[config.mk]
export PLATFORM = sky130hd
export DESIGN_NAME = bldc_commutator
export DESIGN_NICKNAME = d
export VERILOG_FILES = /design/src/rtl/bldc_pkg.sv /design/src/rtl/comm_decode.sv /design/src/rtl/trip_blanker.sv /design/src/rtl/dead_guard.sv /design/src/rtl/bldc_commutator.sv
export SDC_FILE = /design/constraint.sdc
export NUM_CORES = 1
export LEC_CHECK = 0
export BUFFER_PORTS_ARGS = -buffer_cell sky130_fd_sc_hd__buf_2
export CAP_MARGIN = 20
export CORE_MARGIN = 2
export CORE_UTILIZATION = 53
export DETAILED_ROUTE_END_ITERATION = 16
export PLACE_DENSITY = 0.82
export SKIP_CTS_REPAIR_TIMING = 1
export SYNTH_ARGS = -nofsm -noshare
export SYNTH_HDL_FRONTEND = slang
export SYNTH_SLANG_ARGS = --single-unit
[constraint.sdc]
create_clock -name clk -period 2.03 [get_ports clk]
set_clock_uncertainty 0.2 [all_clocks]
set_input_delay 0.406 -clock clk [delete_from_list [all_inputs] [get_ports clk]]
set_output_delay 0.406 -clock clk [all_outputs]
set_load 0.03 [all_outputs]
[src/rtl/bldc_pkg.sv]
// Shared types for the commutation block.
// Phase vectors use bit 0 = U, bit 1 = V, bit 2 = W throughout.
package bldc_pkg;
    typedef logic [2:0] phase_vec_t;

    localparam phase_vec_t PH_NONE = 3'b000;
    localparam phase_vec_t PH_U    = 3'b001;
    localparam phase_vec_t PH_V    = 3'b010;
    localparam phase_vec_t PH_W    = 3'b100;
    localparam phase_vec_t PH_ALL  = 3'b111;

    typedef enum logic [1:0] {
        MODE_OFF   = 2'd0,
        MODE_BRAKE = 2'd1,
        MODE_RUN   = 2'd2
    } drive_mode_t;
endpackage

[src/rtl/comm_decode.sv]
// Combinational Hall-to-phase decoder.
// Assumes hall is synchronous and glitch-free. In reverse, the complemented
// code is looked up in the forward table. Codes 000 and 111 give no selection.
module comm_decode
    import bldc_pkg::*;
(
    input  logic [2:0]  hall,
    input  logic        dir_rev,
    output phase_vec_t  hi_sel,
    output phase_vec_t  lo_sel,
    output logic        code_ok
);
    logic [2:0] code;

    // Apply direction by complementing the sensor pattern.
    always_comb code = dir_rev ? ~hall : hall;

    // Forward step table: one sourcing phase, one sinking phase.
    always_comb begin
        hi_sel  = PH_NONE;
        lo_sel  = PH_NONE;
        code_ok = 1'b1;
        case (code)
            3'b001: begin hi_sel = PH_U; lo_sel = PH_V; end
            3'b011: begin hi_sel = PH_U; lo_sel = PH_W; end
            3'b010: begin hi_sel = PH_V; lo_sel = PH_W; end
            3'b110: begin hi_sel = PH_V; lo_sel = PH_U; end
            3'b100: begin hi_sel = PH_W; lo_sel = PH_U; end
            3'b101: begin hi_sel = PH_W; lo_sel = PH_V; end
            default: code_ok = 1'b0;
        endcase
    end
endmodule

[src/rtl/trip_blanker.sv]
// Current-limit blanking against the PWM carrier.
// A trip closes the high-side gate at once. The gate stays closed until
// pwm is sampled high after having been sampled low. Assumes pwm and trip
// are synchronous to clk.
module trip_blanker (
    input  logic clk,
    input  logic rst_n,
    input  logic pwm,
    input  logic trip,
    output logic gate_open
);
    logic pwm_q;
    logic blank_q;
    logic rise;
    logic blank_now;

    // Carrier rising edge and the blanking seen in the current cycle.
    always_comb begin
        rise      = pwm & ~pwm_q;
        blank_now = trip | (blank_q & ~rise);
        gate_open = pwm & ~blank_now;
    end

    // Hold the previous carrier level and the blanking flag.
    always_ff @(posedge clk) begin
        if (!rst_n) begin
            pwm_q   <= 1'b0;
            blank_q <= 1'b0;
        end else begin
            pwm_q   <= pwm;
            blank_q <= blank_now;
        end
    end

    // with no trip, a carrier rising edge reopens the gate.
    a_r9_rise_reopens: assert property (@(posedge clk) disable iff (!rst_n)
        (pwm && !pwm_q && !trip) |-> gate_open);
endmodule

[src/rtl/dead_guard.sv]
// Per-phase dead-time guard.
// Each phase keeps an age counter that is reloaded while its high side is
// commanded and counts down otherwise. The low side of a phase is allowed
// only when its counter is zero. DEAD_CYC = 0 removes the guard.
module dead_guard
    import bldc_pkg::*;
#(
    parameter int DEAD_CYC = 4
) (
    input  logic       clk,
    input  logic       rst_n,
    input  phase_vec_t cmd_hi,
    output phase_vec_t lo_ok
);
    localparam int AW = (DEAD_CYC < 1) ? 1 : $clog2(DEAD_CYC + 1);

    for (genvar p = 0; p < 3; p++) begin : g_phase
        if (DEAD_CYC == 0) begin : g_none
            assign lo_ok[p] = 1'b1;
        end else begin : g_cnt
            logic [AW-1:0] age_q;

            // Reload on a high-side command, otherwise count down to zero.
            always_ff @(posedge clk) begin
                if (!rst_n)
                    age_q <= '0;
                else if (cmd_hi[p])
                    age_q <= AW'(DEAD_CYC);
                else if (age_q != '0)
                    age_q <= age_q - AW'(1);
            end

            assign lo_ok[p] = (age_q == '0);

            // the cycle after a high-side command, the low side is locked.
            a_r10_low_locked: assert property (@(posedge clk) disable iff (!rst_n)
                cmd_hi[p] |=> !lo_ok[p]);
        end
    end
endmodule

[src/rtl/bldc_commutator.sv]
// Three-phase commutation and brake logic.
// Decodes Hall levels into six registered gate enables. Priority: drive
// disable, then stop, then brake, then Hall commutation. The high side is
// chopped by pwm and blanked by current-limit trips. The low side is continuous
// apart from the dead-time guard. All inputs are assumed synchronous to clk.
module bldc_commutator
    import bldc_pkg::*;
#(
    parameter int DEAD_CYC = 4
) (
    input  logic       clk,
    input  logic       rst_n,
    input  logic [2:0] hall,
    input  logic       dir_rev,
    input  logic       brake,
    input  logic       stop,
    input  logic       pwm,
    input  logic       ilim_trip,
    input  logic       drv_off,
    output logic [2:0] hi_en,
    output logic [2:0] lo_en
);
    drive_mode_t mode;
    phase_vec_t  dec_hi, dec_lo;
    logic        dec_ok;
    logic        gate_open;
    phase_vec_t  cmd_hi, cmd_lo;
    phase_vec_t  lo_ok;
    phase_vec_t  hi_next, lo_next;

    comm_decode u_dec (
        .hall    (hall),
        .dir_rev (dir_rev),
        .hi_sel  (dec_hi),
        .lo_sel  (dec_lo),
        .code_ok (dec_ok)
    );

    trip_blanker u_blank (
        .clk       (clk),
        .rst_n     (rst_n),
        .pwm       (pwm),
        .trip      (ilim_trip),
        .gate_open (gate_open)
    );

    dead_guard #(.DEAD_CYC(DEAD_CYC)) u_dead (
        .clk    (clk),
        .rst_n  (rst_n),
        .cmd_hi (cmd_hi),
        .lo_ok  (lo_ok)
    );

    // Resolve the operating mode by priority.
    always_comb begin
        if (drv_off || stop) mode = MODE_OFF;
        else if (brake)      mode = MODE_BRAKE;
        else                 mode = MODE_RUN;
    end

    // Switch commands before PWM gating and dead time.
    always_comb begin
        unique case (mode)
            MODE_BRAKE: begin cmd_hi = PH_ALL; cmd_lo = PH_NONE; end
            MODE_RUN:   begin cmd_hi = dec_hi; cmd_lo = dec_lo;  end
            default:    begin cmd_hi = PH_NONE; cmd_lo = PH_NONE; end
        endcase
    end

    // Apply chopping to the high side and dead time to the low side.
    always_comb begin
        hi_next = (mode == MODE_BRAKE) ? cmd_hi : (cmd_hi & {3{gate_open}});
        lo_next = cmd_lo & lo_ok;
    end

    // Register the six enables.
    always_ff @(posedge clk) begin
        if (!rst_n) begin
            hi_en <= '0;
            lo_en <= '0;
        end else begin
            hi_en <= hi_next;
            lo_en <= lo_next;
        end
    end

    // stop turns every switch off.
    a_r2_stop_off: assert property (@(posedge clk) disable iff (!rst_n)
        stop |=> (hi_en == 3'b000 && lo_en == 3'b000));
    // drive disable turns every switch off.
    a_r3_fault_off: assert property (@(posedge clk) disable iff (!rst_n)
        drv_off |=> (hi_en == 3'b000 && lo_en == 3'b000));
    // brake drives all high sides, no low sides.
    a_r7_brake_all_high: assert property (@(posedge clk) disable iff (!rst_n)
        (brake && !stop && !drv_off) |=> (hi_en == 3'b111 && lo_en == 3'b000));
    // without brake, a low carrier means no high side.
    a_r8_pwm_gates_high: assert property (@(posedge clk) disable iff (!rst_n)
        (!pwm && !brake) |=> (hi_en == 3'b000));
    // a trip outside brake darkens the high side.
    a_r9_trip_blanks: assert property (@(posedge clk) disable iff (!rst_n)
        (ilim_trip && !(brake && !stop && !drv_off)) |=> (hi_en == 3'b000));
    // an all-equal Hall code while running gives no drive.
    a_r6_bad_code_off: assert property (@(posedge clk) disable iff (!rst_n)
        (mode == MODE_RUN && !dec_ok) |=> (hi_en == 3'b000 && lo_en == 3'b000));
    // a legal code selects one source and one distinct sink phase.
    a_r4_decode_pair: assert property (@(posedge clk) disable iff (!rst_n)
        dec_ok |-> ($onehot(dec_hi) && $onehot(dec_lo) && (dec_hi & dec_lo) == 3'b000));
    // no phase leg is shorted and at most one sink is on.
    a_r11_no_shoot: assert property (@(posedge clk) disable iff (!rst_n)
        ((hi_en & lo_en) == 3'b000) && $onehot0(lo_en));
endmodule

# Word level (Yosys, flattened, before mapping)
# Index checks and enable logic that the tools add are counted.
# classes
reduce_logical,19
n_mux,14
bitwise,11
add_sub_neg,3
eq_ne,8
# op_table
cell,n
$mux 3,9
$pmux 3 s3,2
$reduce_or 2->1,9
$eq 3x3->1 const B,3
$logic_not 3->1,3
$reduce_bool 3->1,3
$sub 3x1->3 const B,3
$and 3x3->3,2
$eq 3x2->1 const B,2
$pmux 3 s2,1
$reduce_bool 2->1,3
$mux 2,2
$not 1->1,4
$and 1x1->1,3
$eq 3x1->1 const B,1
$not 3->3,1
$eq 2x1->1 const B,1
$eq 2x2->1 const B,1
$logic_or 1x1->1,1
$or 1x1->1,1
# totals
elab_cells,65
inputBits,11
out_inout_bits,6
regBits,17

# Longest topological paths before layout
# logic_depth
ltp_word,9
ltp_mapped,7
depth_no_buf,7

# Cells and area by module
# From an unflattened synthesis, not the netlist that was laid out.
# unflattened
cells_unflattened,100
area_unflattened_um2,909.6
# by_module_without_submodules
mod,area_each_um2,n_inst,cells_per_inst
dead_guard,503.0,1,51
bldc_commutator,217.7,1,23
comm_decode,113.9,1,18
trip_blanker,75.1,1,8

# Least setup slack after synthesis
# Ideal clock, no wire load.
# synth_path
kind,input to register
startpoint,input dir_rev
endpoint,register hi_en[1]
path_stages,4
t_arrival_ps,1222
path_buffers,1
setup_slack_ps,548
path_cell_list,buf_2 and2b_1 a221oi_2 and3_1
# synth_between
elab_chain_cells,7
word_cells_on_any_way,14
# synth_lines
element,line,source
start: declaration,bldc_commutator.sv:14,"input logic dir_rev,"
$mux 3 *,comm_decode.sv:16,always_comb code = dir_rev ? ~hall : hall;
"$eq 3x3->1, or another cell as far along",-,
$reduce_or 2->1 (no source line),-,
$pmux 3 s3 *,comm_decode.sv:23,case (code)
$pmux 3 s2 *,bldc_commutator.sv:63,unique case (mode)
$and 3x3->3,bldc_commutator.sv:72,hi_next = (mode == MODE_BRAKE) ? cmd_hi : (cmd_hi & {3{gate_open}});
$mux 3 *,bldc_commutator.sv:72,
end signal: assignment,bldc_commutator.sv:82,hi_en <= hi_next;
end: declaration,bldc_commutator.sv:20,"output logic [2:0] hi_en,"
# Every way passes the cells marked *; elsewhere a longest branch is shown, timed or not.
# A chain may end at the register's enable or synchronous reset.

# Final worst setup path
# layout_path
startpoint,register u_dead.g_phase[1].g_cnt.age_q[0]
endpoint,register u_dead.g_phase[1].g_cnt.age_q[2]
# layout_between
elab_chain_cells,3
word_cells_on_any_way,5
# layout_lines
element,line,source
start: declaration,dead_guard.sv:21,logic [AW-1:0] age_q;
start signal: assignment,dead_guard.sv:28,age_q <= AW'(DEAD_CYC);
start signal: assignment,dead_guard.sv:30,age_q <= age_q - AW'(1);
$sub 3x1->3,dead_guard.sv:30,
$mux 3,dead_guard.sv:29,else if (age_q != '0)
$mux 3,dead_guard.sv:27,else if (cmd_hi[p])
# Several ways; a longest one is shown, not always the timed one. The select of a mux whose other input is x is not followed.

==> results.py <==
metrics = {
    "power": {
        "p_per_area_nw_per_um2": 1130,
        "p_seq_share_pct": 39.6,
        "p_comb_share_pct": 44.5,
        "switching_share_pct": 36.5,
        "power_switching_uw": 421,
        "power.leakage_uw": 0.000468,
        "vdd.ir_drop.worst_uv": 592,
        "power.internal_uw": 733,
        "clkPwrFrac_pct": 15.9,
    },
    "synth": {
        "synth_edf_count": 0,
        "netlist.area_leader.share_pct": 37.8,
        "ys_seq_area_share_pct": 37.8,
        "syn_inst": 99,
        "synth_area_leaders": "dfxtp_1, ha_1, nor2_1, inv_1, mux2_2",
        "yosys-top-cells-count": "dfxtp_1, nor2_1, inv_1",
        "synth_async_sr_flop_share_pct": 0,
        "synth_cell_types": 27,
        "postSynthAreaPerCell_um2": 9.10,
        "yosysMostFrequentCell": "dfxtp_1",
        "yosys_warnings": 0,
        "yosys_most_used_dff": "dfxtp_1",
        "synth.cell_area_um2": 901,
        "yosysTopAreaCell": "dfxtp_1",
        "syn-num-nets": 117,
        "synth-seq-cells": 17,
    },
    "sta": {
        "setup-violations-final": 0,
        "worst_pin_slew_ps": 356,
        "min_period_ps": 1510,
        "finalHoldViolCount": 0,
        "setup_slack_ps": 523,
        "slew_viol_final": 0,
        "fmax_ghz": 0.664,
        "rsz0062_at_grt": "no",
        "max-slew-margin-rel_pct": 76.2,
        "finalCritPeriodShare_pct": 74.2,
        "setup_tns_ps": 0,
    },
    "clock_network": {
        "cts.sinks": 17,
        "clock_latency_ps": 290,
        "cts_max_path_buffers": 2,
        "ctsRootBufferMaster": "clkbuf_4",
        "numCtsBuffers": 3,
        "path_clk_slew_ps": 100,
        "cts_tree": "done",
        "htree_levels": 1,
    },
    "drt": {
        "wirelength_um": 1610,
        "via_per_inst": 5.52,
        "postRouteAntennaNets": 0,
        "drt-initial-drc-count": 5,
        "wire_per_inst_um": 12.0,
        "drc": 0,
        "dr.pass1.iters": 5,
        "routed-via-count": 740,
    },
    "worst_setup_path": {
        "crit_path_max_incr_delay_ps": 360,
        "worstPathArrival_ps": 1510,
        "r2r-start": "u_dead.g_phase[1].g_cnt.age_q[0]",
        "worstRegToRegCells": 6,
        "crit_fanout": 6,
        "crit_path_frequent_cell": "ha_1",
        "crit_start": "u_dead.g_phase[1].g_cnt.age_q[0]",
        "cp.depth": 6,
        "critPathSlowestCell": "dfxtp_1",
        "crit_family": "adder cells",
        "crit_type": "flip-flop to flip-flop",
        "start_kind": "flip-flop",
        "cp_cell_sequence": "inv_1 > ha_1 > ha_1 > nor2_1 > a21oi_1 > o21a_1",
        "worstSetupEndpointType": "flip-flop",
        "required_ps": 2030,
        "cp_num_buf_inv": 1,
    },
    "min_path": {
        "whs_path_depth": 3,
        "hold_path.class": "primary input to flip-flop",
        "holdCritStartpoint": "pwm",
    },
    "placement": {
        "gp_congestion": 0.720,
        "portBuffers": 16,
        "dpl.hpwl_um": 1260,
        "place_ws_ps": 362,
        "numPlacedInstances": 130,
    },
    "floorplanning": {
        "boundaryPins": 17,
        "rows": 14,
        "fp.dieArea_um2": 2050,
        "die_h_um": 45.2,
        "initial_utilization_pct": 58.4,
        "core_um2": 1540,
        "die_w_um": 45.2,
    },
    "global_routing": {
        "grt_pass1_vias": 676,
        "grt_overflow_total": 0,
        "grt_usage_pct": 18.6,
        "grt_pass1_wl_um": 2740,
        "grt_antenna_before_repair": 0,
        "grt_max_degree": 12,
    },
    "final_layout": {
        "antenna_cells": 0,
        "final_cells": 134,
        "drive_gt1_share_pct": 25.4,
        "area_growth_pct": 13.5,
        "fillers": 143,
        "final_core_util_pct": 66.3,
        "nNetsFinal": 137,
    },
    "run": {
        "max-cap-violations": 0,
    },
    "status": {
        "outcome": "complete, no violations",
    },
}
state kept, by name (all words and copies together), names as in the netlist:
register / count
u_blank.blank_q: 1
u_dead.g_phase.g_cnt.age_q: 9
lo_en: 3
u_blank.pwm_q: 1
hi_en: 3
per-layer routing:
layer / GRT usage, % / routed length (um) / vias up
li1: - / - / 376
met1: 23.8 / 795 / 339
met2: 30.0 / 707 / 20
met3: 2.40 / 70 / 5
met4: 10.6 / 36 / 0
met5: 0 / 0 / -
cells in the final DEF, fill, tap and decap left out, types with 2 or more instances in the layout:
cell type	Yosys	routed
clkbuf_4	0	3
a221oi_2	2	2
dfxtp_1	17	17
nand2b_1	5	5
and3b_1	2	2
a21oi_1	5	5
o21a_1	3	3
and3b_2	2	2
o21ai_0	4	4
nor3_1	6	6
a2111oi_2	2	2
xnor2_1	2	2
buf_2	1	16
nor3b_1	3	3
mux2_2	3	3
nand2_1	2	2
inv_1	11	11
ha_1	7	7
nor2_1	13	13
logic make-up after synthesis:
kind of cell / synth area share [%]
xor gates and xnor gates: 2.92
AOI/OAI and AO/OA: 16.2
buffers and inverters: 5.14
DFF: 37.8
adders and majority gates: 9.72
muxes: 3.75
and+or+nand+nor: 24.4
worst min-delay path: stages:
cell and delay [ps]:
buf_2 110, inv_1 60, nor2_1 40
per-stage QoR:
| stage | hold WS [ps] | total power [uW] | instance area, um^2 |
|---|---|---|---|
| global route | 179 | 1250 | 1020 |
| CTS | 154 | 1170 | 1020 |
| global placement | 267 | 956 | 996 |
| floorplan | 254 | 884 | 901 |
| detailed placement | 284 | 982 | 996 |
| finish | 159 | 1150 | 1020 |
path summary, 6_finish.rpt:
check                                                        end  slack, ps
worst min register to register                   u_blank.blank_q        300
worst max-delay path            u_dead.g_phase[1].g_cnt.age_q[2]        520
worst max register to register  u_dead.g_phase[1].g_cnt.age_q[2]        520
worst min-delay path                               u_blank.pwm_q        160
final cells by class:
cell class                 instances  area, um^2  area share [%]
clock buffer                       4        26.3            2.57
inverter                          11        41.3            4.04
multi-input combinational         70         514            50.3
sequential                        17         340            33.3
tap                               16        20.0            1.96
timing repair buffer              16        80.1            7.83
power groups by stage:
stage | Combinational, uW | Clock (uW) | Sequential, uW
6_report | 513 | 184 | 456
3_5_place_dp | 517 | 0 | 465
3_3_place_gp | 496 | 0 | 460
2_1_floorplan | 424 | 0 | 460
4_1_cts | 520 | 191 | 457
5_1_grt | 586 | 198 | 465
(Power assumes the default switching activity.)
